## src/rtl/wiper_pkg.sv

```systemverilog
`timescale 1ns/1ps
package wiper_pkg;

    typedef enum logic [3:0] {
        CMD_NOP         = 4'd0,
        CMD_RESTORE_ONE = 4'd1,
        CMD_STORE_ONE   = 4'd2,
        CMD_HALF_ONE    = 4'd3,
        CMD_HALF_ALL    = 4'd4,
        CMD_DEC_ONE     = 4'd5,
        CMD_DEC_ALL     = 4'd6,
        CMD_RESTORE_ALL = 4'd7,
        CMD_DBL_ONE     = 4'd8,
        CMD_DBL_ALL     = 4'd9,
        CMD_INC_ONE     = 4'd10,
        CMD_INC_ALL     = 4'd11
    } cmd_e;

    typedef enum logic [1:0] {OP_INC, OP_DEC, OP_DBL, OP_HALF} op_e;

    typedef enum logic [1:0] {ST_IDLE, ST_STORE, ST_RESTORE} state_e;

    typedef enum logic [1:0] {ACC_NONE, ACC_STEP, ACC_STORE, ACC_RESTORE} acc_e;

endpackage

```

## src/rtl/wiper_step.sv

```systemverilog
`timescale 1ns/1ps
module wiper_step
    import wiper_pkg::*;
#(
    parameter int W = 9
) (
    input  logic [W-1:0] cur,
    input  op_e          op,
    output logic [W-1:0] nxt
);
    localparam logic [W-1:0] FULL = {W{1'b1}};
    localparam logic [W-1:0] MID  = {1'b1, {(W-1){1'b0}}};

    always_comb begin
        unique case (op)
            OP_INC:  nxt = (cur == FULL) ? FULL : cur + 1'b1;
            OP_DEC:  nxt = (cur == '0) ? '0 : cur - 1'b1;
            OP_DBL: begin
                if (cur == '0)       nxt = W'(1);
                else if (cur >= MID) nxt = FULL;
                else                 nxt = cur << 1;
            end
            OP_HALF: nxt = cur >> 1;
        endcase
    end
endmodule

```

## src/rtl/wiper_channel.sv

```systemverilog
`timescale 1ns/1ps
module wiper_channel
    import wiper_pkg::*;
#(
    parameter int W = 9
) (
    input  logic         clk,
    input  logic         rst_n,
    input  logic         step_en,
    input  logic         load_en,
    input  logic         store_en,
    input  op_e          op,
    output logic [W-1:0] q
);
    localparam logic [W-1:0] MID = {1'b1, {(W-1){1'b0}}};

    logic [W-1:0] shadow_q;
    logic [W-1:0] step_q;

    wiper_step #(.W(W)) u_step (
        .cur (q),
        .op  (op),
        .nxt (step_q)
    );

    always_ff @(posedge clk or negedge rst_n) begin
        if (!rst_n) begin
            q        <= MID;
            shadow_q <= MID;
        end else begin
            if (store_en) shadow_q <= q;
            if (load_en)      q <= shadow_q;
            else if (step_en) q <= step_q;
        end
    end
endmodule

```

## src/rtl/wiper_cmd_engine.sv

```systemverilog
`timescale 1ns/1ps
module wiper_cmd_engine
    import wiper_pkg::*;
#(
    parameter int W_HI           = 9,
    parameter int W_LO           = 7,
    parameter int STORE_CYCLES   = 16,
    parameter int RESTORE_CYCLES = 3
) (
    input  logic            clk,
    input  logic            rst_n,
    input  logic            restore_pin,
    input  logic            wp_n,
    input  logic            cmd_valid,
    input  logic [3:0]      cmd_code,
    input  logic [2:0]      cmd_chan,
    output logic [W_HI-1:0] wiper0,
    output logic [W_HI-1:0] wiper1,
    output logic [W_LO-1:0] wiper2,
    output logic            busy
);
    localparam int NCH   = 3;
    localparam int MAXC  = (STORE_CYCLES > RESTORE_CYCLES) ? STORE_CYCLES : RESTORE_CYCLES;
    localparam int CNT_W = $clog2(MAXC + 1);
    localparam logic [CNT_W-1:0] STORE_LAST   = CNT_W'(STORE_CYCLES - 1);
    localparam logic [CNT_W-1:0] RESTORE_LAST = CNT_W'(RESTORE_CYCLES - 1);
    localparam logic [NCH-1:0]   ALL_CH       = '1;

    state_e             state_q, state_n;
    logic [CNT_W-1:0]   cnt_q, cnt_n;
    logic [NCH-1:0]     mask_q, mask_n;

    acc_e               acc;
    logic [NCH-1:0]     acc_mask;
    op_e                acc_op;
    logic               is_step, is_all;
    logic               chan_ok;
    logic [NCH-1:0]     sel_mask;

    logic [NCH-1:0]     step_en, load_en, store_en;

    assign chan_ok  = cmd_chan < 3'(NCH);
    assign sel_mask = chan_ok ? (NCH'(1) << cmd_chan) : '0;

    // command decode: what an idle engine would accept this cycle
    always_comb begin
        acc      = ACC_NONE;
        acc_mask = '0;
        acc_op   = OP_INC;
        is_step  = 1'b0;
        is_all   = 1'b0;
        if (restore_pin) begin
            acc      = ACC_RESTORE;
            acc_mask = ALL_CH;
        end else if (cmd_valid) begin
            case (cmd_code)
                CMD_RESTORE_ONE: if (chan_ok) begin
                    acc      = ACC_RESTORE;
                    acc_mask = sel_mask;
                end
                CMD_RESTORE_ALL: begin
                    acc      = ACC_RESTORE;
                    acc_mask = ALL_CH;
                end
                CMD_STORE_ONE: if (chan_ok && wp_n) begin
                    acc      = ACC_STORE;
                    acc_mask = sel_mask;
                end
                CMD_HALF_ONE: begin is_step = 1'b1; acc_op = OP_HALF; end
                CMD_HALF_ALL: begin is_step = 1'b1; is_all = 1'b1; acc_op = OP_HALF; end
                CMD_DEC_ONE:  begin is_step = 1'b1; acc_op = OP_DEC; end
                CMD_DEC_ALL:  begin is_step = 1'b1; is_all = 1'b1; acc_op = OP_DEC; end
                CMD_DBL_ONE:  begin is_step = 1'b1; acc_op = OP_DBL; end
                CMD_DBL_ALL:  begin is_step = 1'b1; is_all = 1'b1; acc_op = OP_DBL; end
                CMD_INC_ONE:  begin is_step = 1'b1; acc_op = OP_INC; end
                CMD_INC_ALL:  begin is_step = 1'b1; is_all = 1'b1; acc_op = OP_INC; end
                default: ;
            endcase
            if (is_step && wp_n && (is_all || chan_ok)) begin
                acc      = ACC_STEP;
                acc_mask = is_all ? ALL_CH : sel_mask;
            end
        end
    end

    // next state
    always_comb begin
        state_n = state_q;
        cnt_n   = cnt_q;
        mask_n  = mask_q;
        unique case (state_q)
            ST_IDLE: begin
                case (acc)
                    ACC_STORE: begin
                        state_n = ST_STORE;
                        cnt_n   = STORE_LAST;
                        mask_n  = acc_mask;
                    end
                    ACC_RESTORE: begin
                        state_n = ST_RESTORE;
                        cnt_n   = RESTORE_LAST;
                        mask_n  = acc_mask;
                    end
                    default: ;
                endcase
            end
            ST_STORE, ST_RESTORE: begin
                if (cnt_q == '0) begin
                    state_n = ST_IDLE;
                    mask_n  = '0;
                end else begin
                    cnt_n = cnt_q - 1'b1;
                end
            end
            default: state_n = ST_IDLE;
        endcase
    end

    // state register
    always_ff @(posedge clk or negedge rst_n) begin
        if (!rst_n) begin
            state_q <= ST_IDLE;
            cnt_q   <= '0;
            mask_q  <= '0;
        end else begin
            state_q <= state_n;
            cnt_q   <= cnt_n;
            mask_q  <= mask_n;
        end
    end

    // outputs
    always_comb begin
        busy     = (state_q != ST_IDLE);
        step_en  = (state_q == ST_IDLE && acc == ACC_STEP) ? acc_mask : '0;
        store_en = (state_q == ST_STORE && cnt_q == '0) ? mask_q : '0;
        load_en  = (state_q == ST_RESTORE && cnt_q == '0) ? mask_q : '0;
    end

    for (genvar g = 0; g < NCH; g++) begin : g_ch
        localparam int CW = (g == NCH - 1) ? W_LO : W_HI;
        logic [CW-1:0] ch_q;

        wiper_channel #(.W(CW)) u_ch (
            .clk      (clk),
            .rst_n    (rst_n),
            .step_en  (step_en[g]),
            .load_en  (load_en[g]),
            .store_en (store_en[g]),
            .op       (acc_op),
            .q        (ch_q)
        );

        if (g == 0) begin : g_o0
            assign wiper0 = ch_q;
        end else if (g == 1) begin : g_o1
            assign wiper1 = ch_q;
        end else begin : g_o2
            assign wiper2 = ch_q;
        end
    end
endmodule

```

## config.mk

```make
export PLATFORM = sky130hd
export DESIGN_NAME = wiper_cmd_engine
export DESIGN_NICKNAME = d
export VERILOG_FILES = /design/src/rtl/wiper_pkg.sv /design/src/rtl/wiper_step.sv /design/src/rtl/wiper_channel.sv /design/src/rtl/wiper_cmd_engine.sv
export SDC_FILE = /design/constraint.sdc
export NUM_CORES = 1
export LEC_CHECK = 0
export BUFFER_PORTS_ARGS = -buffer_cell sky130_fd_sc_hd__buf_4
export CORE_MARGIN = 2
export CORE_UTILIZATION = 50
export CTS_BUF_LIST = sky130_fd_sc_hd__clkbuf_4
export DETAILED_ROUTE_END_ITERATION = 7
export PLACE_DENSITY = 0.68
export SYNTH_ARGS = -nofsm -noshare
export SYNTH_HDL_FRONTEND = slang
export SYNTH_SLANG_ARGS = --single-unit
```

## constraint.sdc

```tcl
create_clock -name clk -period 4.49 [get_ports clk]
set_input_delay 0.898 -clock clk [delete_from_list [all_inputs] [get_ports clk]]
set_output_delay 0.898 -clock clk [all_outputs]
set_load 0.1 [all_outputs]
```

==> results of run 1 <==
## registers in the layout (all words and copies together), names as in the netlist
register	cells
cnt_q	5
g_ch.u_ch.shadow_q	25
mask_q	3
state_q	2
g_ch.u_ch.q	25
## area by class of cell
cell class,instances,area [um^2],area share [%]
inverter,22,82.58,1.636
clock inverter,7,43.79,0.8676
multi-input combinational,460,2913,57.71
clock buffer,9,67.56,1.339
tap,111,138.9,2.752
timing repair buffer,39,292.8,5.801
sequential,60,1509,29.90
## power breakdown
part,total [uW],leakage [uW],internal (uW),switching (uW)
combinational,1850,0.00130,551,1300
clock,332,0.0000546,109,222
sequential,1100,0.000754,716,386
total,3280,0.00211,1380,1910
## cells by family after synthesis
family,synth area share [%]
simple gates,24.56
compound gates,26.87
buf+inv,6.061
flops,32.06
mux,5.556
xor+xnor,2.233
fa+ha+maj,2.658
## routing by layer
layer  GRT usage [%]  vias up  part of all wire, %
li1                -     2174                    -
met3           4.161       34                  5.7
met5               0        -                    0
met1           33.03     2194                   43
met4           11.64        0                  2.5
met2           41.49      152                   48
## final timing paths
check                      slack [ps]  cells past startpoint                  endpoint
setup / recovery                 1600                      7         g_ch[0].u_ch.q[1]
max in group asynchronous        3420                      1  g_ch[0].u_ch.shadow_q[1]
hold reg to reg                   480                      2         g_ch[0].u_ch.q[8]
hold / removal                    480                      2         g_ch[0].u_ch.q[8]
min in group asynchronous         500                      1  g_ch[0].u_ch.shadow_q[4]
setup reg to reg                 1640                      7         g_ch[2].u_ch.q[5]
## through the flow
| stage | instance area [um^2] | hold slack, ps |
|---|---|---|
| floorplan | 4707 | 441.8 |
| global placement | 4936 | 454.5 |
| detailed placement | 4936 | 457.1 |
| CTS | 5047 | 473.3 |
| global route | 5047 | 493.7 |
| finish | 5047 | 475.0 |
## cell usage in the layout (no fill, tap or decap), types with 5 or more instances in the layout
cell       count
nand2_1       56
and3_1        10
nand3_1       13
nor4_1         7
clkbuf_4       9
a221oi_1      11
or3_1          5
o21ai_0       30
a31oi_1       10
mux2i_1        7
xnor2_1        9
nor2b_1        7
inv_1         22
a21oi_1       50
buf_4         39
o22ai_1       11
or4_1          5
a211o_1        8
o31a_1         5
mux2_2        17
nand2b_1      11
and2_1         6
dfstp_2        6
dfrtp_1       54
nor2_1        61
o2bb2ai_1      5
nor3_1        21
ha_1          10
o31ai_1        9
## synthesized netlist by cell type (all sizes together), types with 8 or more instances
| library cell | n | share of area [%] |
|---|---|---|
| a221oi | 11 | 2.0 |
| o31ai | 9 | 1.4 |
| o22ai | 11 | 1.5 |
| nand2 | 57 | 4.6 |
| and3 | 10 | 1.3 |
| xnor2 | 9 | 1.7 |
| nand2b | 11 | 1.5 |
| clkbuf | 24 | 1.9 |
| nor3 | 21 | 2.2 |
| nor2 | 62 | 5.0 |
| buf | 19 | 2.4 |
| ha | 10 | 2.7 |
| a211o | 8 | 1.5 |
| o21ai | 37 | 4.2 |
| dfrtp | 54 | 29 |
| a21oi | 50 | 5.3 |
| nor4 | 8 | 1.2 |
| a31oi | 10 | 1.3 |
| mux2 | 17 | 4.1 |
| nand3 | 13 | 1.4 |
| inv | 22 | 1.8 |
## critical path: stages
cell and delay (ps):
buf_4 160, nor2b_1 470, nand3_1 590, or3_1 530, o2111ai_1 100, or3b_1 370
a21oi_1 130
==> metrics.txt, run 1 <==
Final WS setup 1596 ps; Clk pin slew, worst setup/hold paths 120 ps; largest net degree at the start of global routing 61; Slew HR 36.76%; Synth Warn # 0; setup violators final 0; n_diodes 0; final period utilization 64.45%; PwrDens 650.7 nW/um^2; initial antenna violation count 0; Via density 6.432; Routed Antenna Nets 0; cts bufs inserted 9; final hold viol count 0; sequential share of the synthesized area 32.06%; io pins 38; TritonCTS clock tree done; fraction of registers with async set/reset 100.0%; GR Overflow Total 0; DP Cell Count 692; critical path launch point type input pin; RD Place Congestion 0.9008; pre-CTS setup slack 1189 ps; Slew @ Worst Pin 935.4 ps; nets 614; Critical Path AT 3260 ps; outcome complete, no violations; Core Rows 35; synthesized cell area 4707 um^2; Post-CTS Setup Bufs 0; Top FF cell, synth dfrtp_1; Starting Density 51.18%; global-route wire length before repair 20600 um; DRC errors left 0; utilization after layout 54.88%; die width 101.0 um; Post-CTS Hold Fix Bufs 0; worst min-delay path class reg -> reg; share of cells above drive strength 1 15.41%; Post-Syn Nets 607; core area 9196 um^2; latest clock arrival within the worst-skew pair 430 ps; Critical path origin cmd_code[2]; Synth Register Bits 60; peak supply drop 0.0004557 V; Worst EP required 4860 ps; IO Port Bufs 37; Post-Syn Instances 585; count of cell types in the netlist 74; post-route setup TNS 0 ps; post-cts gate resize count 0; crit end category flip-flop; Layout area overhead 7.230%; hold path start g_ch[0].u_ch.shadow_q[8]; routed len/inst 17.77 um; FF-to-FF Start g_ch[2].u_ch.q[0]; DP HPWL 8699 um; vias after detailed routing 4554; worst clock skew 19.35 ps; GR Util All Layers 25.41%; routed wire length 12580 um; max-slew violations 0; htree depth 3; Die Span Y 101.0 um; number of flops mapped to enable cells by yosys 0; CTS Buffer Depth 2; mean area per synthesized cell 8.046 um^2; leakage power total 0.002114 uW; vias in the first global route 4212; fill cell count 876; RSZ-0062 raised after global routing no; PnR Total Power 3284 uW; CTS Root Cell clkbuf_4; First-pass DRT Iterations 5; Max Fclk 0.3456 GHz; crit path kind in -> reg; critical path fanouts, max 16; Layout Cells excl Fill 708; min Tclk post-route 2894 ps; maxcap violations 0; clock sinks 60; Die Area 10210 um^2; Initial DRC Count 255
Note: power is estimated with default switching activity, not from simulation.
==> run 2: changes to the inputs <==
--- a/config.mk
+++ b/config.mk
@@ -5,12 +5,13 @@
 export SDC_FILE = /design/constraint.sdc
 export NUM_CORES = 1
 export LEC_CHECK = 0
+export ABC_AREA = 1
 export BUFFER_PORTS_ARGS = -buffer_cell sky130_fd_sc_hd__buf_4
 export CORE_MARGIN = 2
 export CORE_UTILIZATION = 50
 export CTS_BUF_LIST = sky130_fd_sc_hd__clkbuf_4
 export DETAILED_ROUTE_END_ITERATION = 7
-export PLACE_DENSITY = 0.68
+export PLACE_DENSITY = 0.71
 export SYNTH_ARGS = -nofsm -noshare
 export SYNTH_HDL_FRONTEND = slang
 export SYNTH_SLANG_ARGS = --single-unit
==> constraint.sdc (replaced) <==
create_clock -name clk -period 2.5 [get_ports clk]
set_input_delay 0.5 -clock clk [delete_from_list [all_inputs] [get_ports clk]]
set_output_delay 0.5 -clock clk [all_outputs]
set_load 0.1 [all_outputs]
==> metrics.txt, run 2 <==
Post-Syn Instances 822; multi-input logic area 3070 um^2; Synth Area in XOR/XNOR 2.944%; pre-CTS setup slack 277.2 ps; CTS Root Cell clkbuf_4; n_diodes 0; GRT met2 Usage 46.41%; worst reg2reg path depth 11; commonest cells in the netlist nand2_1 (306), nand3_1 (107), inv_1 (79); sequential share of the synthesized area 29.84%; post-synthesis adder-cell area fraction 2.474%; FF-to-FF Start g_ch[0].u_ch.q[1]; min Tclk post-route 2315 ps; latest clock arrival within the worst-skew pair 440 ps; DP Cell Count 973; core area 9774 um^2; RD Place Congestion 0.9833; final hold viol count 0; maxcap violations 0; grt peak-use layer met2; post-route setup TNS 0 ps; Die Span Y 104.6 um; most frequent cells in the layout nand2_1 (305), nand3_1 (107), inv_1 (79); worst clock skew 19.04 ps; Die Area 10930 um^2; R2R Path End g_ch[0].u_ch.q[0]; Synth Register Bits 60; htree depth 3; outcome complete, no violations; Reg2Reg Setup Slack 190 ps; routed wire length 14480 um; crit end category flip-flop; Seq pwr share 26.3%; routed len/inst 14.66 um; clock sinks 60; Sequential Area 1509 um^2; met1 Track Usage GR 36.98%; top-count cell post-synth nand2_1; Layout Cells excl Fill 988; Slew @ Worst Pin 793.7 ps; Comb pwr share 63.3%; Final WS setup 185.4 ps; utilization after layout 57.10%; Worst path slowest cell dfrtp_1; switching share of power 59.19%; Compound-Gate Fraction of Synth Area 8.041%; IO Port Bufs 37; cell taking the most area after synthesis dfrtp_1; final period utilization 92.58%; TritonCTS clock tree done; Synth top area share 26.72%; cts bufs inserted 9; setup violators final 0; Simple-Gate Fraction of Synth Area 47.20%; Max Fclk 0.4320 GHz; PwrDens 1385 nW/um^2; NetSw 4575 uW; count of cell types in the netlist 32; die width 104.6 um; peak supply drop 0.0009311 V; Initial DRC Count 378; vias after detailed routing 5408; synthesized cell area 5057 um^2; largest net degree at the start of global routing 61; commonest non-fill, non-tap cell in the layout nand2_1; max-slew violations 0; Critical Path AT 2650 ps; Clock Power Share 10.5%; Starting Density 51.74%; GR Overflow Total 0; Slew HR 47.09%; fill cell count 992; largest family of logic cells by synthesized area simple AND/OR/NAND/NOR gates; Core Rows 36; Worst EP required 2830 ps; leakage power total 0.002997 uW; met3 Resource Use GR 4.242%; initial antenna violation count 0; critical path fanouts, max 7; Synth Warn # 0; CTS Buffer Depth 2; Post-CTS Setup Bufs 0; synth top area cells dfrtp_1 (27%), nand2_1 (23%), nand3_1 (11%); global-route wire length before repair 25000 um; crit path kind reg -> reg; critical path launch point type flip-flop; Layout area overhead 10.37%; nets 873; Clk pin slew, worst setup/hold paths 110 ps; mean area per synthesized cell 6.152 um^2; io pins 38; Post-Syn Nets 844; share of cells above drive strength 1 11.93%; Regs by FF count g_ch.u_ch.q: 25 flops, g_ch.u_ch.shadow_q: 25 flops, cnt_q: 5 flops; CP max stage delay 500 ps; DRC errors left 0; hold slack 147.9 ps; fraction of registers with async set/reset 100.0%; Crit path max-delay family simple AND/OR/NAND/NOR gates; critical path, cell by cell inv_1, ha_1, nand2_1, nor2_1, nand4_1, nand2_1, a21oi_1, o21ai_1, nand2_1, nand2_1, nand2_1; RSZ-0062 raised after global routing no; worst min-delay path class in -> async; critical path's most frequent cell nand2_1; DP HPWL 10270 um; Top FF cell, synth dfrtp_1; number of flops mapped to enable cells by yosys 0; mux share of post-synthesis cell area 0%; GR Util All Layers 27.94%; Via density 5.474; vias in the first global route 5191; First-pass DRT Iterations 5; Cell Int Power 3155 uW; Buf/Inv on CP 1; Routed Antenna Nets 0
[run 2: cell types whose count changed after synthesis, moves of 12 or more]
cell and delta:
nor3_1 -17, mux2_2 -17, nand4_1 +22, inv_1 +57
nand3_1 +94, o21ai_0 +19, clkbuf_1 -12, a21oi_1 -34
nand2_1 +250
[run 2: repair_timing]
action / in CTS / in global routing
resized for setup: 0 / 1
endpoints found under the setup margin: 0 / 2
hold buffers: 0 / 0
[run 2: cell type report]
type                       count  area share (%)
clock inverter                 5           1.390
tap                          133           2.981
timing repair buffer          48           6.456
clock buffer                  10           1.345
inverter                      86           5.783
multi-input combinational    646           55.01
sequential                    60           27.03
[run 2: cell families (layout without fill, tap and decap cells)]
logic type,after synthesis,in the layout
AOI/OAI and AO/OA,79,79
and+or+nand+nor,540,540
xor gates and xnor gates,17,17
DFF,60,60
buffers and inverters,116,149
adders and majority gates,10,10
[run 2: through the flow]
| step | power [uW] | area [um^2] |
|---|---|---|
| after floorplan | 5827 | 5057 |
| after global placement | 6835 | 5426 |
| after detailed placement | 6891 | 5426 |
| after CTS | 7724 | 5579 |
| after global routing | 8377 | 5582 |
| final | 7729 | 5582 |
[run 2: power groups by stage]
stage | Clock [uW] | Sequential [uW] | Combinational [uW]
global placement | 0 | 2020 | 4810
global route | 880 | 2110 | 5390
detailed placement | 0 | 2040 | 4850
finish | 808 | 2030 | 4890
CTS | 831 | 2020 | 4880
floorplan | 0 | 3180 | 2650
[run 2: worst max-delay path by stage]
stage | from | to | slack, ps | cells past startpoint
after global routing | g_ch[0].u_ch.q[1] | g_ch[0].u_ch.q[0] | 30 | 11
final | g_ch[0].u_ch.q[1] | g_ch[0].u_ch.q[0] | 190 | 11
after CTS | cnt_q[0] | g_ch[2].u_ch.q[5] | 260 | 14
after global placement | g_ch[0].u_ch.q[1] | g_ch[0].u_ch.q[0] | 330 | 11
after floorplan | g_ch[0].u_ch.q[0] | g_ch[0].u_ch.q[4] | 30 | 13
after detailed placement | cnt_q[0] | g_ch[0].u_ch.q[0] | 280 | 13
[run 2: layer usage]
layer  vias to the layer above  wire length, um  share of wire [%]
li1                       2693                -                  -
met3                        28             1021                7.0
met5                         -                0                  0
met1                      2466             6254                 43
met4                         0              257                1.8
met2                       221             6950                 48
